[config.mk]
export PLATFORM = sky130hd
export DESIGN_NAME = entropy_crc_core
export DESIGN_NICKNAME = d
export VERILOG_FILES = /design/src/rtl/ecc_pkg.sv /design/src/rtl/ecc_ctl_reg.sv /design/src/rtl/ecc_src_mix.sv /design/src/rtl/ecc_cond_reg.sv /design/src/rtl/ecc_interlock.sv /design/src/rtl/entropy_crc_core.sv
export SDC_FILE = /design/constraint.sdc
export NUM_CORES = 1
export LEC_CHECK = 0
export ABC_AREA = 1
export CAP_MARGIN = 20
export CORE_MARGIN = 2
export CORE_UTILIZATION = 55
export DETAILED_ROUTE_END_ITERATION = 10
export DONT_BUFFER_PORTS = 1
export HOLD_SLACK_MARGIN = 0.06
export MAX_ROUTING_LAYER = met4
export PLACE_DENSITY = 0.7
export SLEW_MARGIN = 15
export SYNTH_ARGS = -nofsm -noshare
export SYNTH_HDL_FRONTEND = slang
export SYNTH_SLANG_ARGS = --single-unit
[constraint.sdc]
create_clock -name clk -period 2.1 [get_ports clk]
set_clock_uncertainty 0.15 [all_clocks]
set_input_delay 0.42 -clock clk [delete_from_list [all_inputs] [get_ports clk]]
set_output_delay 0.42 -clock clk [all_outputs]
set_load 0.01 [all_outputs]
[src/rtl/ecc_pkg.sv]
package ecc_pkg;
  localparam int NUM_SRC    = 3;
  localparam int WAIT_W     = 16;
  localparam int CTL_W      = NUM_SRC + 1 + 2 + 2 + 1 + WAIT_W;
  localparam int DATA_W     = 64;
  localparam logic [DATA_W-1:0] CRC_POLY = 64'h231DCEE91262B8A3;

  // Field order matters: the packed layout is the control word bit map.
  typedef struct packed {
    logic [WAIT_W-1:0]  wait_cycles;  // 24:9
    logic               bypass;       // 8
    logic [1:0]         vrate;        // 7:6
    logic [1:0]         amux;         // 5:4
    logic               crc_mode;     // 3
    logic [NUM_SRC-1:0] src_en;       // 2:0
  } ctl_t;
endpackage

[src/rtl/ecc_ctl_reg.sv]
module ecc_ctl_reg
  import ecc_pkg::*;
(
  input  logic             clk,
  input  logic             rst,
  input  logic             we,
  input  logic [CTL_W-1:0] wdata,
  output ctl_t             ctl_q
);
  always_ff @(posedge clk) begin
    if (rst) begin
      ctl_q <= '0;
    end else if (we) begin
      ctl_q <= ctl_t'(wdata);
    end
  end
endmodule

[src/rtl/ecc_src_mix.sv]
module ecc_src_mix #(
  parameter int N_SRC = 3
) (
  input  logic [N_SRC-1:0] raw,
  input  logic [N_SRC-1:0] en,
  output logic             mix_bit
);
  logic [N_SRC-1:0] gated;

  for (genvar g = 0; g < N_SRC; g++) begin : g_gate
    assign gated[g] = raw[g] & en[g];
  end

  assign mix_bit = ^gated;
endmodule

[src/rtl/ecc_cond_reg.sv]
module ecc_cond_reg #(
  parameter int                W    = 64,
  parameter logic [W-1:0]      POLY = 64'h231DCEE91262B8A3
) (
  input  logic         clk,
  input  logic         rst,
  input  logic         crc_mode,
  input  logic         in_bit,
  output logic [W-1:0] state
);
  logic [W-1:0] nxt;
  logic         fb;

  assign fb = crc_mode & state[W-1];

  assign nxt[0] = in_bit ^ (POLY[0] & fb);
  for (genvar i = 1; i < W; i++) begin : g_tap
    if (POLY[i]) begin : g_fb
      assign nxt[i] = state[i-1] ^ fb;
    end else begin : g_plain
      assign nxt[i] = state[i-1];
    end
  end

  always_ff @(posedge clk) begin
    if (rst) begin
      state <= '0;
    end else begin
      state <= nxt;
    end
  end
endmodule

[src/rtl/ecc_interlock.sv]
module ecc_interlock #(
  parameter int CW = 16
) (
  input  logic          clk,
  input  logic          rst,
  input  logic          crc_mode,
  input  logic [CW-1:0] wait_cycles,
  input  logic          rd_valid,
  output logic          rd_ready,
  output logic          fire
);
  logic [CW-1:0] cnt;

  assign rd_ready = !crc_mode || (cnt == '0);
  assign fire     = rd_valid && rd_ready;

  always_ff @(posedge clk) begin
    if (rst) begin
      cnt <= '0;
    end else if (fire) begin
      cnt <= wait_cycles;
    end else if (cnt != '0) begin
      cnt <= cnt - 1'b1;
    end
  end
endmodule

[src/rtl/entropy_crc_core.sv]
module entropy_crc_core
  import ecc_pkg::*;
(
  input  logic                clk,
  input  logic                rst,
  input  logic [NUM_SRC-1:0]  raw_bits,
  input  logic                cfg_we,
  input  logic [CTL_W-1:0]    cfg_wdata,
  input  logic                rd_valid,
  output logic                rd_ready,
  output logic [DATA_W-1:0]   rd_data,
  output logic                vco_bypass,
  output logic [1:0]          vco_rate,
  output logic [1:0]          amux_sel
);
  ctl_t              ctl_q;
  logic              mix_bit;
  logic [DATA_W-1:0] state_q;
  logic              rd_fire;

  ecc_ctl_reg u_ctl (
    .clk   (clk),
    .rst   (rst),
    .we    (cfg_we),
    .wdata (cfg_wdata),
    .ctl_q (ctl_q)
  );

  ecc_src_mix #(.N_SRC(NUM_SRC)) u_mix (
    .raw     (raw_bits),
    .en      (ctl_q.src_en),
    .mix_bit (mix_bit)
  );

  ecc_cond_reg #(.W(DATA_W), .POLY(CRC_POLY)) u_cond (
    .clk      (clk),
    .rst      (rst),
    .crc_mode (ctl_q.crc_mode),
    .in_bit   (mix_bit),
    .state    (state_q)
  );

  ecc_interlock #(.CW(WAIT_W)) u_lock (
    .clk         (clk),
    .rst         (rst),
    .crc_mode    (ctl_q.crc_mode),
    .wait_cycles (ctl_q.wait_cycles),
    .rd_valid    (rd_valid),
    .rd_ready    (rd_ready),
    .fire        (rd_fire)
  );

  always_ff @(posedge clk) begin
    if (rst) begin
      rd_data <= '0;
    end else if (rd_fire) begin
      rd_data <= state_q;
    end
  end

  assign vco_bypass = ctl_q.bypass;
  assign vco_rate   = ctl_q.vrate;
  assign amux_sel   = ctl_q.amux;
endmodule

# --- After elaboration in Yosys (flattened, before gate mapping) ---
# Cells that the tools add are included.
word_totals:
  ff_bits: 169
  latchBits: 0
  ram_bits: 0
  rom_bits: 0
  inputBits: 32
  wordCells: 53
  n_memories: 0
classes:
  add_sub_neg: 1
  mul: 0
  n_div: 0
  magnitude_cmp: 0
  n_eq_ne: 0
  n_shift: 0
  mux: 2
  n_bitwise: 34
  n_reduce_logical: 7
ops:
  columns: ["cell", "n"]
  rows:
  - ["16-bit 2-to-1 mux", 2]
  - ["1-bit bitwise XOR", 30]
  - ["16-bit logical NOT", 1]
  - ["16-bit nonzero test", 1]
  - ["16-bit by 1-bit subtractor with 16-bit output (second input constant)", 1]
  - ["1-bit bitwise AND", 4]
  - ["3-bit parity", 1]
  - ["2-bit nonzero test", 1]
  - ["1-bit logical AND", 1]
  - ["1-bit logical NOT", 1]
  - ["1-bit logical OR", 1]

# --- Depth between registers and ports, before layout ---
logic_depth:
  ltp_word: 4
  depth_mapped: 12

# --- Modules after synthesis ---
# From an unflattened synthesis, not the netlist that was laid out.
hier_totals:
  cells_unflattened: 1068
  area_unflattened_um2: 7495.9
by_module_without_submodules:
  columns: ["mod", "instances", "cells_per_inst", "area_each_um2", "seq_area_each_um2"]
  rows:
  - ["entropy_crc_core", 1, 405, 2666.3, 1281.2]
  - ["ecc_cond_reg", 1, 308, 2583.7, 1281.2]
  - ["ecc_interlock", 1, 185, 1136.1, 320.3]
  - ["ecc_ctl_reg", 1, 159, 1066.0, 500.5]
  - ["ecc_src_mix", 1, 11, 43.8, 0.0]

# --- Worst setup path after synthesis ---
# Ideal clock, no wire load.
synth_timing:
  path_kind: "flip-flop to flip-flop"
  from: "reg u_lock.cnt[0]"
  to: "reg u_lock.cnt[5]"
  setup_ns: 0.116
  arrival_time_ns: 1.524
  required_time_ns: 1.834
  path_slack_ns: 0.310
  path_stages_with_launch: 12
  path_buffers: 2
  cell_sequence: "dfxtp_1 inv_1 ha_1 nand2_2 nor2_4 nand2_2 nand2_4 nand2_2 buf_6 buf_2 o21ai_0 nor2_1"
synth_via:
  elab_chain_cells: 4
synth_lines:
  columns: ["item", "line", "source"]
  rows:
  - ["from (decl)", "ecc_interlock.sv:12", "logic [CW-1:0] cnt;"]
  - ["from (signal assigned)", "ecc_interlock.sv:21", "cnt <= wait_cycles;"]
  - ["from (signal assigned)", "ecc_interlock.sv:23", "cnt <= cnt - 1'b1;"]
  - ["16-bit logical NOT *", "ecc_interlock.sv:14", "assign rd_ready = !crc_mode || (cnt == '0);"]
  - ["1-bit logical OR *", "ecc_interlock.sv:14", null]
  - ["net rd_ready", "entropy_crc_core.sv:10", "output logic rd_ready,"]
  - ["1-bit logical AND *", "ecc_interlock.sv:15", "assign fire = rd_valid && rd_ready;"]
  - ["16-bit 2-to-1 mux / 2-bit nonzero test (equally long branches)", null, null]
# The timed path passes the listed nets; every way through them passes the cells marked *. The select of a mux whose other input is x is not followed.
# A chain may end at the register's enable or synchronous reset.

# --- Worst setup path after layout ---
layout_timing:
  from: "reg u_lock.cnt[0]"
  to: "out rd_ready"
layout_via:
  elab_chain_cells: 2
layout_lines:
  columns: ["item", "line"]
  rows:
  - ["16-bit logical NOT", "ecc_interlock.sv:14"]
  - ["1-bit logical OR", "ecc_interlock.sv:14"]
  - ["to (decl)", "entropy_crc_core.sv:10"]
# Every way passes these cells.

==> impl.org <==
** Global routing
- Number of antenna violations at the first check in global routing :: 0
- Entering global routing, the biggest net connects between 60 and 70 pins.
- Global-route wire length before repair :: around 21000 um
- Total global routing overflow :: 0
- Overall fraction of global-route tracks in use :: 0.237
- The number of global-route vias before repair came to 4495.

** Drt
- After detailed routing, the number of remaining DRC violations is 0.
- Sum of routed wire length over all layers :: 12800 um
- First-pass iteration count of the detailed router :: 5
- The first routing iteration left ~310 violations.
- Wire length per cell :: approximately 14 um
- Once detail routing completed, the nets flagged for antenna violations numbered 0.
- Vias per Instance :: between 4 and 5
- For this block, the via count after detailed routing is 4703.

** Synth
- Share of the synthesized area in the top cell type :: 0.561
- For this run, the number of Yosys warnings is 0.
- Share of the synthesized netlist area taken by xor and xnor gates :: 0.0624
- Sequential fraction of the synthesis area :: 0.561
- Adder-Cell Fraction of Synth Area :: 0.00207
- Largest cells by area after synthesis :: sky130_fd_sc_hd__dfxtp_1 56%, sky130_fd_sc_hd__nor2_1 17%, sky130_fd_sc_hd__o21ai_0 7.3%
- Cell type with the largest total area after synthesis :: sky130_fd_sc_hd__dfxtp_1
- Number of flops mapped to enable cells by yosys :: 0
- Synthesis inferred around 170 register bits.
- Leading post-synthesis cells by instance count :: 280 x sky130_fd_sc_hd__nor2_1, 169 x sky130_fd_sc_hd__dfxtp_1, 88 x sky130_fd_sc_hd__o21ai_0, 46 x sky130_fd_sc_hd__inv_1, 36 x sky130_fd_sc_hd__nand2_1
- Of the total synthesized cell area, the portion taken by AND, OR, NAND and NOR gates is 0.223.
- Among all cell types in the netlist, the one instantiated most often is sky130_fd_sc_hd__nor2_1.
- After synthesis, the largest family of logic cells by area is simple AND/OR/NAND/NOR gates.
- Top_reg_cell synth :: sky130_fd_sc_hd__dfxtp_1
- Netlist cell types :: 24
- In this run the cell area of the synthesized design comes to a little over 6000 um2.
- Number of cells produced by synthesis :: 750
- Share of synthesized area spent on multiplexers :: 0
- The number of nets in the synthesized netlist is between 700 and 800.
- The area fraction in compound gates after synthesis came to 0.0865.
- Proportion of register bits with asynchronous set or reset after synthesis :: 0
- Dividing the synthesized area by the synthesized cell count gives between 8 and 9 um2.

** Finish
- Post-synthesis to final-layout area growth :: 21.7%
- Layout cells sized above 1 :: 0.0823
- Excluding fillers, the count of instances in the completed layout stands at approximately 940.
- 0 antenna diodes ended up in the layout.
- Once layout is done, the placed cells without fillers occupy about 7300 um2.
- At the end of the flow, the number of nets in the layout was just over 800.
- Number of inserted filler cells in the final layout :: 819

** Clocking
- Sink count of the clock tree :: between 150 and 200
- The H-tree generated during clock tree synthesis spans 4 levels.
- For the worst-skew pair, the clock arrives at the later sink with an insertion delay of 0.54 ns.
- After clock tree synthesis, the clock-pin slew on the worst setup and hold paths is approximately 0.06 ns.
- Clock tree synthesis inserted a total of 17 buffers.
- The root buffer cell chosen for the clock tree is sky130_fd_sc_hd__clkbuf_8.
- Counting along the longest clock path gives a buffer depth of 2.
- TritonCTS clock tree :: done

** STA
- Dividing the final minimum period by the clock period gives 0.990.
- Min Hold Slack :: 0.0866 ns
- The final count of hold timing violations came to 0.
- Final max-slew violation count :: 0
- Maximum clock frequency :: slightly below 0.5 GHz
- Setup repair after global routing could not meet its margin everywhere.
- Actual slew at the worst max-slew pin :: roughly 0.45 ns
- Total of endpoints with negative setup slack in the final report :: 0
- Setup total negative slack on the finished layout was measured at 0 ns.
- Headroom to the max-slew limit came out at 0.696.
- Subtracting the final worst setup slack from the clock period gives a little over 2 ns.

** Run
- Across the run, the number of max-cap violations was 0.

** Placement
- Routability-driven placement finished with a final weighted congestion of 0.859.
- Detailed placement finished with a half-perimeter wire length of about 7500 um.
- Standard cell area after detailed placement :: around 6000 um2
- Number of cells after detailed placement :: between 800 and 900
- Number of buffers inserted by port buffering :: 0

** Setup path
- Data on the critical path is required at its endpoint by ~1.5 ns.
- Category of the critical setup timing path :: register to output port
- STA puts the critical path data arrival time at approximately 1.5 ns.
- The worst setup path is launched from a register.
- Largest fanout on the critical path :: 6
- Endpoint type of the worst setup path :: output port

** Pwr
- Post-layout power :: between 7000 and 8000 uW
- For this design the static power due to leakage is between 0.003 and 0.004 uW.
- Power density over the cells :: 1020 nW/um2
- Worst ir drop on vdd :: 0.660 mV

** Floorplanning
- Initial core utilization :: 0.559
- Die H :: around 110 um
- just over 100 I/O pins were placed.
- From left edge to right edge, the die measures around 110 um.
- Row Count :: 38
- Placeable core region :: 10800 um2
- The die covers between 10000 and 15000 um2.

** Outcome
- The run finished with clean final reports.

** Min path
- The path class of the tightest hold or removal check is input port to register.
==> logic make-up after synthesis <==
kind of cell               count (synthesis)
and+or+nand+nor                          342
DFF                                      169
AOI/OAI and AO/OA                        102
buffers and inverters                     93
xor gates and xnor gates                  43
adders and majority gates                  1
==> report_power, final <==
part,internal (uW),switching (uW)
sequential,3380,181
combinational,374,481
clock,1840,1190
==> layout make-up <==
cell class / instances / area [um2] / share of cell area
repair buffers: 66 / 711 / 0.0968
clock inverters: 7 / 90.1 / 0.0123
flip-flops and latches: 169 / 3380 / 0.461
inverters: 48 / 183 / 0.0249
multi-input cells: 488 / 2310 / 0.314
clock buffers: 24 / 490 / 0.0668
well taps: 140 / 175 / 0.0239
==> layer usage <==
layer | up-vias | part of all wire | track usage | routed length (um)
li1 | 2392 | - | - | -
met1 | 2159 | 0.43 | 0.278 | 5550
met2 | 130 | 0.48 | 0.376 | 6210
met3 | 22 | 0.066 | 0.0759 | 851
met4 | 0 | 0.017 | 0.0971 | 216
met5 | - | 0 | - | 0
==> layout by cell type, fill, tap and decap left out, drive strengths merged <==
| cell | synthesis | routed |
|---|---|---|
| a21oi | 5 | 5 |
| buf | 21 | 13 |
| bufinv | 0 | 2 |
| clkbuf | 24 | 24 |
| clkinv | 0 | 3 |
| clkinvlp | 0 | 2 |
| dfxtp | 169 | 169 |
| dlygate4sd3 | 0 | 53 |
| ha | 1 | 1 |
| inv | 48 | 48 |
| nand2 | 40 | 40 |
| nand3 | 13 | 13 |
| nand3b | 4 | 4 |
| nor2 | 283 | 283 |
| nor3 | 1 | 1 |
| o21ai | 97 | 97 |
| or2 | 1 | 1 |
| xnor2 | 11 | 11 |
| xor2 | 32 | 32 |
==> flip-flops by register name (all words and copies together), names as in the netlist <==
register / count
rd_data: 64
u_cond.state: 64
u_ctl.ctl_q: 25
u_lock.cnt: 16
==> critical path, stage by stage, from the launching register on <==
cell                      delay, ns
sky130_fd_sc_hd__dfxtp_2       0.33
sky130_fd_sc_hd__inv_2         0.08
sky130_fd_sc_hd__ha_4          0.16
sky130_fd_sc_hd__nand2_4       0.06
sky130_fd_sc_hd__nor2_4        0.15
sky130_fd_sc_hd__nand2_4       0.10
sky130_fd_sc_hd__nand2_8       0.10
==> what timing repair did <==
item	CTS	global route
endpoints found under the hold margin	95	0
pin swaps	2	5
hold buffers	54	0
resized for setup	9	8
setup buffers	0	4
endpoints found under the setup margin	1	20
==> through the flow <==
step,utilization,worst slack (ns)
floorplan,-,0.310
global placement,0.567,0.128
detailed placement,0.567,0.0800
CTS,0.676,0.00175
global route,0.680,-0.0455
finish,0.680,0.0211
==> worst paths after layout <==
kind / start / end / slack, ns / depth (start not counted)
worst max-delay path: u_lock.cnt[0]$_SDFFE_PP0P_ / rd_ready / 0.02 / 6
worst min-delay path: rst / u_cond.state[22]$_SDFF_PP0_ / 0.09 / 2
worst max register to register: u_lock.cnt[2]$_SDFFE_PP0P_ / u_lock.cnt[11]$_SDFFE_PP0P_ / 0.17 / 8
worst min register to register: u_cond.state[9]$_SDFF_PP0_ / u_cond.state[10]$_SDFF_PP0_ / 0.26 / 2
No activity file was read; power rests on OpenSTA's default activity.
